File: config.mk
export PLATFORM = sky130hd
export DESIGN_NAME = hazard_interlock
export DESIGN_NICKNAME = d
export VERILOG_FILES = /design/src/rtl/hzd_pkg.sv /design/src/rtl/hzd_dst_qual.sv /design/src/rtl/hzd_src_match.sv /design/src/rtl/hzd_stall_ctrl.sv /design/src/rtl/hazard_interlock.sv
export SDC_FILE = /design/constraint.sdc
export NUM_CORES = 1
export LEC_CHECK = 0
export BUFFER_PORTS_ARGS = -buffer_cell sky130_fd_sc_hd__buf_2
export CAP_MARGIN = 20
export CORE_AREA = 2 2 39 41
export DETAILED_ROUTE_END_ITERATION = 10
export DIE_AREA = 0 0 41 43
export MAX_ROUTING_LAYER = met4
export PLACE_DENSITY_LB_ADDON = 0.08
export SLEW_MARGIN = 10
export SYNTH_ARGS = -nofsm -noshare
export SYNTH_HDL_FRONTEND = slang
export SYNTH_SLANG_ARGS = --single-unit
File: constraint.sdc
create_clock -name vclk -period 1.6
set_input_delay 0.08 -clock vclk [all_inputs]
set_output_delay 0.08 -clock vclk [all_outputs]
set_load 0.03 [all_outputs]
File: src/rtl/hzd_pkg.sv
package hzd_pkg;

    localparam int REG_ID_W = 5;

    typedef logic [REG_ID_W-1:0] reg_id_t;

    localparam reg_id_t ZERO_REG = '0;

    // destination tag carried by a later interstage buffer
    typedef struct packed {
        logic    valid;
        logic    wr_en;
        reg_id_t dst;
    } dst_tag_t;

    // operand tag of the instruction in Decode
    typedef struct packed {
        logic    used;
        reg_id_t id;
    } src_tag_t;

    // true when the tag stands for a pending architectural write
    function automatic logic tag_writes(dst_tag_t t, logic zero_fixed);
        return t.valid && t.wr_en && !(zero_fixed && (t.dst == ZERO_REG));
    endfunction

endpackage

File: src/rtl/hzd_dst_qual.sv
module hzd_dst_qual
    import hzd_pkg::*;
#(
    parameter bit ZERO_FIXED = 1'b1
) (
    input  dst_tag_t tag_i,
    output logic     live_o,
    output reg_id_t  dst_o
);
    assign live_o = tag_writes(tag_i, ZERO_FIXED);
    assign dst_o  = tag_i.dst;
endmodule

File: src/rtl/hzd_src_match.sv
module hzd_src_match
    import hzd_pkg::*;
#(
    parameter int NUM_LATE = 3
) (
    input  logic                         dec_valid_i,
    input  src_tag_t                     src_i,
    input  logic [NUM_LATE-1:0]          live_i,
    input  logic [NUM_LATE-1:0][REG_ID_W-1:0] dst_i,
    output logic                         hit_o
);
    logic [NUM_LATE-1:0] stage_hit;

    for (genvar s = 0; s < NUM_LATE; s++) begin : g_stage
        assign stage_hit[s] = live_i[s] && (dst_i[s] == src_i.id);
    end

    assign hit_o = dec_valid_i && src_i.used && (|stage_hit);
endmodule

File: src/rtl/hzd_stall_ctrl.sv
module hzd_stall_ctrl #(
    parameter int NUM_SRC  = 2,
    parameter int NUM_LATE = 3
) (
    input  logic               clk,
    input  logic               rst,
    input  logic [NUM_SRC-1:0] hit_i,
    output logic               pc_hold_o,
    output logic               fd_hold_o,
    output logic               dc_bubble_o
);
    localparam int RUN_W = $clog2(NUM_LATE + 2);

    logic stall;
    assign stall       = |hit_i;
    assign pc_hold_o   = stall;
    assign fd_hold_o   = stall;
    assign dc_bubble_o = stall;

    // consecutive stall cycles, saturating
    logic [RUN_W-1:0] run_len;
    always_ff @(posedge clk) begin
        if (rst)
            run_len <= '0;
        else if (!stall)
            run_len <= '0;
        else if (run_len != RUN_W'(NUM_LATE + 1))
            run_len <= run_len + 1'b1;
    end


    stall_run_chk: assert property (@(posedge clk) disable iff (rst)
        run_len <= RUN_W'(NUM_LATE));
endmodule

File: src/rtl/hazard_interlock.sv
module hazard_interlock
    import hzd_pkg::*;
#(
    parameter int NUM_SRC    = 2,
    parameter int NUM_LATE   = 3,
    parameter bit ZERO_FIXED = 1'b1
) (
    input  logic                         clk,
    input  logic                         rst,
    input  logic                         dec_valid,
    input  logic [NUM_SRC-1:0]           dec_src_use,
    input  logic [NUM_SRC*REG_ID_W-1:0]  dec_src_ids,
    input  logic [NUM_LATE-1:0]          late_valid,
    input  logic [NUM_LATE-1:0]          late_wr_en,
    input  logic [NUM_LATE*REG_ID_W-1:0] late_dst_ids,
    output logic                         pc_hold,
    output logic                         fd_hold,
    output logic                         dc_bubble
);
    logic [NUM_LATE-1:0]               live;
    logic [NUM_LATE-1:0][REG_ID_W-1:0] dst;
    logic [NUM_SRC-1:0]                hit;

    for (genvar s = 0; s < NUM_LATE; s++) begin : g_late
        dst_tag_t tag;
        assign tag.valid = late_valid[s];
        assign tag.wr_en = late_wr_en[s];
        assign tag.dst   = late_dst_ids[s*REG_ID_W +: REG_ID_W];

        hzd_dst_qual #(.ZERO_FIXED(ZERO_FIXED)) u_qual (
            .tag_i  (tag),
            .live_o (live[s]),
            .dst_o  (dst[s])
        );
    end

    for (genvar k = 0; k < NUM_SRC; k++) begin : g_src
        src_tag_t src;
        assign src.used = dec_src_use[k];
        assign src.id   = dec_src_ids[k*REG_ID_W +: REG_ID_W];

        hzd_src_match #(.NUM_LATE(NUM_LATE)) u_match (
            .dec_valid_i (dec_valid),
            .src_i       (src),
            .live_i      (live),
            .dst_i       (dst),
            .hit_o       (hit[k])
        );
    end

    hzd_stall_ctrl #(.NUM_SRC(NUM_SRC), .NUM_LATE(NUM_LATE)) u_ctrl (
        .clk         (clk),
        .rst         (rst),
        .hit_i       (hit),
        .pc_hold_o   (pc_hold),
        .fd_hold_o   (fd_hold),
        .dc_bubble_o (dc_bubble)
    );


    nowrite_chk: assert property (@(posedge clk) disable iff (rst)
        (late_wr_en == '0) |-> !pc_hold);


    zero_dst_chk: assert property (@(posedge clk) disable iff (rst)
        (ZERO_FIXED && (late_dst_ids == '0)) |-> !pc_hold);


    idle_dec_chk: assert property (@(posedge clk) disable iff (rst)
        (!dec_valid || (late_valid == '0)) |-> !pc_hold);


    unused_src_chk: assert property (@(posedge clk) disable iff (rst)
        (dec_src_use == '0) |-> !dc_bubble);
endmodule

Yosys cells after proc, flatten, opt, wreduce, memory -nomap -nowiden
Cells that the tools add are included.
- equality and inequality tests: 6
- reduce and logical (&&, ||, !) cells: 25
- operator list (kind ; number):
    $eq 5x5->1 ; 6
    $logic_and 1x1->1 ; 16
    $logic_not 5->1 ; 3
    $reduce_or 3->1 ; 2
    $logic_not 1->1 ; 3
    $reduce_or 2->1 ; 1
- word-level logic and storage cells: 31
- output and inout bits: 3
- input port bits: 36
- flip-flop bits (word level): 0

Depth between registers and ports, before layout
- word-level depth: 7
- mapped depth: 6
- mapped depth without buffers: 5

Modules after synthesis
Synthesis repeated with hierarchy kept, for this count alone.
- cell total of the unflattened synthesis: 70
- area, all modules: 543.0 sq um
- modules (own cells, without submodules) (module ; cells each ; area each (sq um) ; instances):
    hzd_src_match ; 23 ; 180.2 ; 2
    hzd_dst_qual ; 7 ; 53.8 ; 3
    hzd_stall_ctrl ; 3 ; 21.3 ; 1

Least setup slack after synthesis
No wires, ideal clock.
- kind: input to output
- from: input late_dst_ids[11]
- to: output fd_hold
- required time: 1.520 ns
- stages: 6
- slack: -0.091 ns
- arrival time: 1.611 ns
- cells stage by stage: or4_1 o211ai_2 nor4_1 o311ai_1 nand2_1 buf_4
- word-level cells in the longest chain between the ends: 7
- elaborated cells on any way between the ends: 12
- those cells by class: eq/ne: 2; reduce/logical: 10
- RTL lines (item ; line ; source):
    from (decl) ; hazard_interlock.sv:15 ; input logic [NUM_LATE*REG_ID_W-1:0] late_dst_ids,
    $logic_not 5->1 ; hzd_pkg.sv:24 ; return t.valid && t.wr_en && !(zero_fixed && (t.dst == ZERO_REG));
    $logic_not 1->1 ; hzd_pkg.sv:24 ;
    $logic_and 1x1->1 ; hzd_pkg.sv:24 ;
    $logic_and 1x1->1 ; hzd_src_match.sv:15 ; assign stage_hit[s] = live_i[s] && (dst_i[s] == src_i.id);
    $reduce_or 3->1 ; hzd_src_match.sv:18 ; assign hit_o = dec_valid_i && src_i.used && (|stage_hit);
    $logic_and 1x1->1 ; hzd_src_match.sv:18 ;
    $reduce_or 2->1 * ; hzd_stall_ctrl.sv:15 ; assign stall = |hit_i;
    to (decl) ; hazard_interlock.sv:17 ; output logic fd_hold,
Every way passes the cells marked *; elsewhere a longest branch is shown, timed or not.

Worst setup path after layout
- from: input late_dst_ids[14]
- to: output dc_bubble
- word-level cells in the longest chain between the ends: 7
- elaborated cells on any way between the ends: 12
- those cells by class: eq/ne: 2; reduce/logical: 10
- RTL lines (item ; line ; source):
    $logic_not 5->1 ; hzd_pkg.sv:24 ;
    $logic_not 1->1 ; hzd_pkg.sv:24 ;
    $logic_and 1x1->1 ; hzd_pkg.sv:24 ;
    $logic_and 1x1->1 ; hzd_src_match.sv:15 ;
    $reduce_or 3->1 ; hzd_src_match.sv:18 ;
    $logic_and 1x1->1 ; hzd_src_match.sv:18 ;
    $reduce_or 2->1 * ; hzd_stall_ctrl.sv:15 ;
    to (decl) ; hazard_interlock.sv:18 ; output logic dc_bubble
Marked as above.

==> results.cfg <==
[run_status]
outcome = finished, violations left
failed_checks = setup timing

[floorplan]
die_w_um = 41
io_pins = 39
die_area_um2 = 1760
start_util = 0.308
die_h_um = 43
coreArea_um2 = 1380
row_count = 14

[power_and_ir_drop]
pwr-share-clk = 0
power.switching_mw = 0.0898
swShare = 0.448
seq_power_share = 0
combPwrFrac = 1.000
power.density_nw_per_um2 = 250
p_leak_nw = 0.353
peakVddDrop_v = 0.000117
internal_power_mw = 0.111

[cells_and_area]
finalNonFillerCells = 117
nets = 139
clockBufferCount = 0
regArea_um2 = 0
diodes = 0
fin_util = 0.580
seq_cells = 0
fill_cells = 142
syn_to_final_growth_pct = 88.0
drive_gt1_frac = 0.594

[sta]
period_share = 1.06
hold_violations = 0
fin_crit_ns = 1.70
final-setup-viol-count = 3
tns_ns = -0.305
slew_violations = 0
clock.fmax_ghz = 0.587
worst_hold_slack_ns = 0.557
worst_pin_slew_ns = 0.306
worst_slack_ns = -0.102
max_slew_margin = 0.792
rsz0062_at_grt = yes

[min_path]
min-delay-start = dec_src_use[1]
hold_path_class = input port to output pin
holdPathStages = 4
min_to = pc_hold

[logic_synthesis]
yosysMostFrequentCell = xnor2_1
synth_warnings = 0
syn_area_per_cell_um2 = 8.05
yosysTopAreaCell = xnor2_1
synth_area_um2 = 427
synth_top_area_frac = 0.370
ys_seq_area_frac = 0
syn-instance-count = 53
synth_common_cells = xnor2_1, xor2_1, nand3_1, nor4_1
ys_types = 9
synthTopCellsByArea = xnor2_1, xor2_1, nor4_1
synthesis.nets = 89

[route]
drt_iter0_markers = 3
vias_per_cell = 4.72
first_pass_iters = 4
drc_errors = 0
routedWlPerCell_um = 11.5
drt_wl_total_um = 1350
via_count = 552
ant_nets = 0

[worst_setup_path]
crit_type = input port to output pin
worstPathRequired_ns = 1.52
arrival_ns = 1.62
crit_fanout = 3
start_kind = input port
cp-end-kind = output pin

[grt]
grt_max_degree = 4
antenna_found_initial = 0
grt_overflow_total = 0
grt_pass1_wl_um = 1990
grt_pass1_vias = 467
grt_usage = 0.164

[place]
dpl_worst_slack_ns = -0.0679
placedCellCount = 116
gp_congestion = 0.783
port_buffers = 37
hpwlAfterDp_um = 1180

[flow_run]
drv_cap = 0
[logic make-up (layout without fill, tap and decap cells)]
kind of cell           Yosys count  count (layout)  synth area share
AND/OR/NAND/NOR                 16              16             0.220
AO/OA/AOI/OAI                    5               5             0.129
XOR/XNOR                        30              30             0.616
buffers and inverters            2              50            0.0352
[worst max path at each step]
stage	cells after the start	startpoint	end	slack, ns
final	7	late_dst_ids[14]	dc_bubble	-0.10
after detailed placement	7	late_dst_ids[6]	dc_bubble	-0.07
after global routing	7	late_dst_ids[14]	dc_bubble	-0.15
after global placement	7	late_dst_ids[6]	dc_bubble	-0.05
after CTS	7	late_dst_ids[11]	dc_bubble	-0.07
after floorplan	6	late_dst_ids[1]	fd_hold	-0.02
[per-layer routing]
layer / track usage / wire length [um] / part of all wire
met3: 0 / 70 / 0.052
met2: 0.272 / 699 / 0.52
met5: - / 0 / 0
met4: 0 / 0 / 0
met1: 0.231 / 576 / 0.43
[worst max-delay path: stages]
cell	delay [ns]
buf_6	0.09
or4_4	0.54
o211ai_4	0.22
nor4_2	0.06
o311ai_1	0.33
nand2_2	0.13
buf_6	0.16
[layout make-up]
type	count	area [um^2]	area share
multi-input combinational	51	462	0.576
tap	16	20.0	0.0250
timing repair buffer	50	320	0.399
[cell usage in the layout (no fill, tap or decap)]
cell type,instances
buf_2,31
xnor2_1,18
buf_4,13
xor2_1,12
nand3_1,6
buf_6,6
or4_4,3
nor4_2,3
nor4_1,3
o211ai_4,2
o311ai_1,2
o211ai_2,1
nand2_2,1
[stage by stage]
stage / area (um^2) / power (mW)
6_report: 802 / 0.200
5_1_grt: 802 / 0.218
4_1_cts: 713 / 0.181
3_5_place_dp: 713 / 0.181
3_3_place_gp: 713 / 0.180
2_1_floorplan: 440 / 0.0781
[power groups by stage]
stage                     clock (mW)  sequential [mW]  combinational [mW]
final                              0                0               0.200
after global routing               0                0               0.218
after CTS                          0                0               0.181
after detailed placement           0                0               0.181
after global placement             0                0               0.180
after floorplan                    0                0              0.0781
[what timing repair did]
action                                  CTS  global route
setup buffers                             0             1
pin swaps                                 0             9
endpoints found under the setup margin    3             3
cloned                                    0             0
gates resized for setup                   0            19
hold buffers                              0             0
Note: power is estimated with default switching activity, not from simulation.
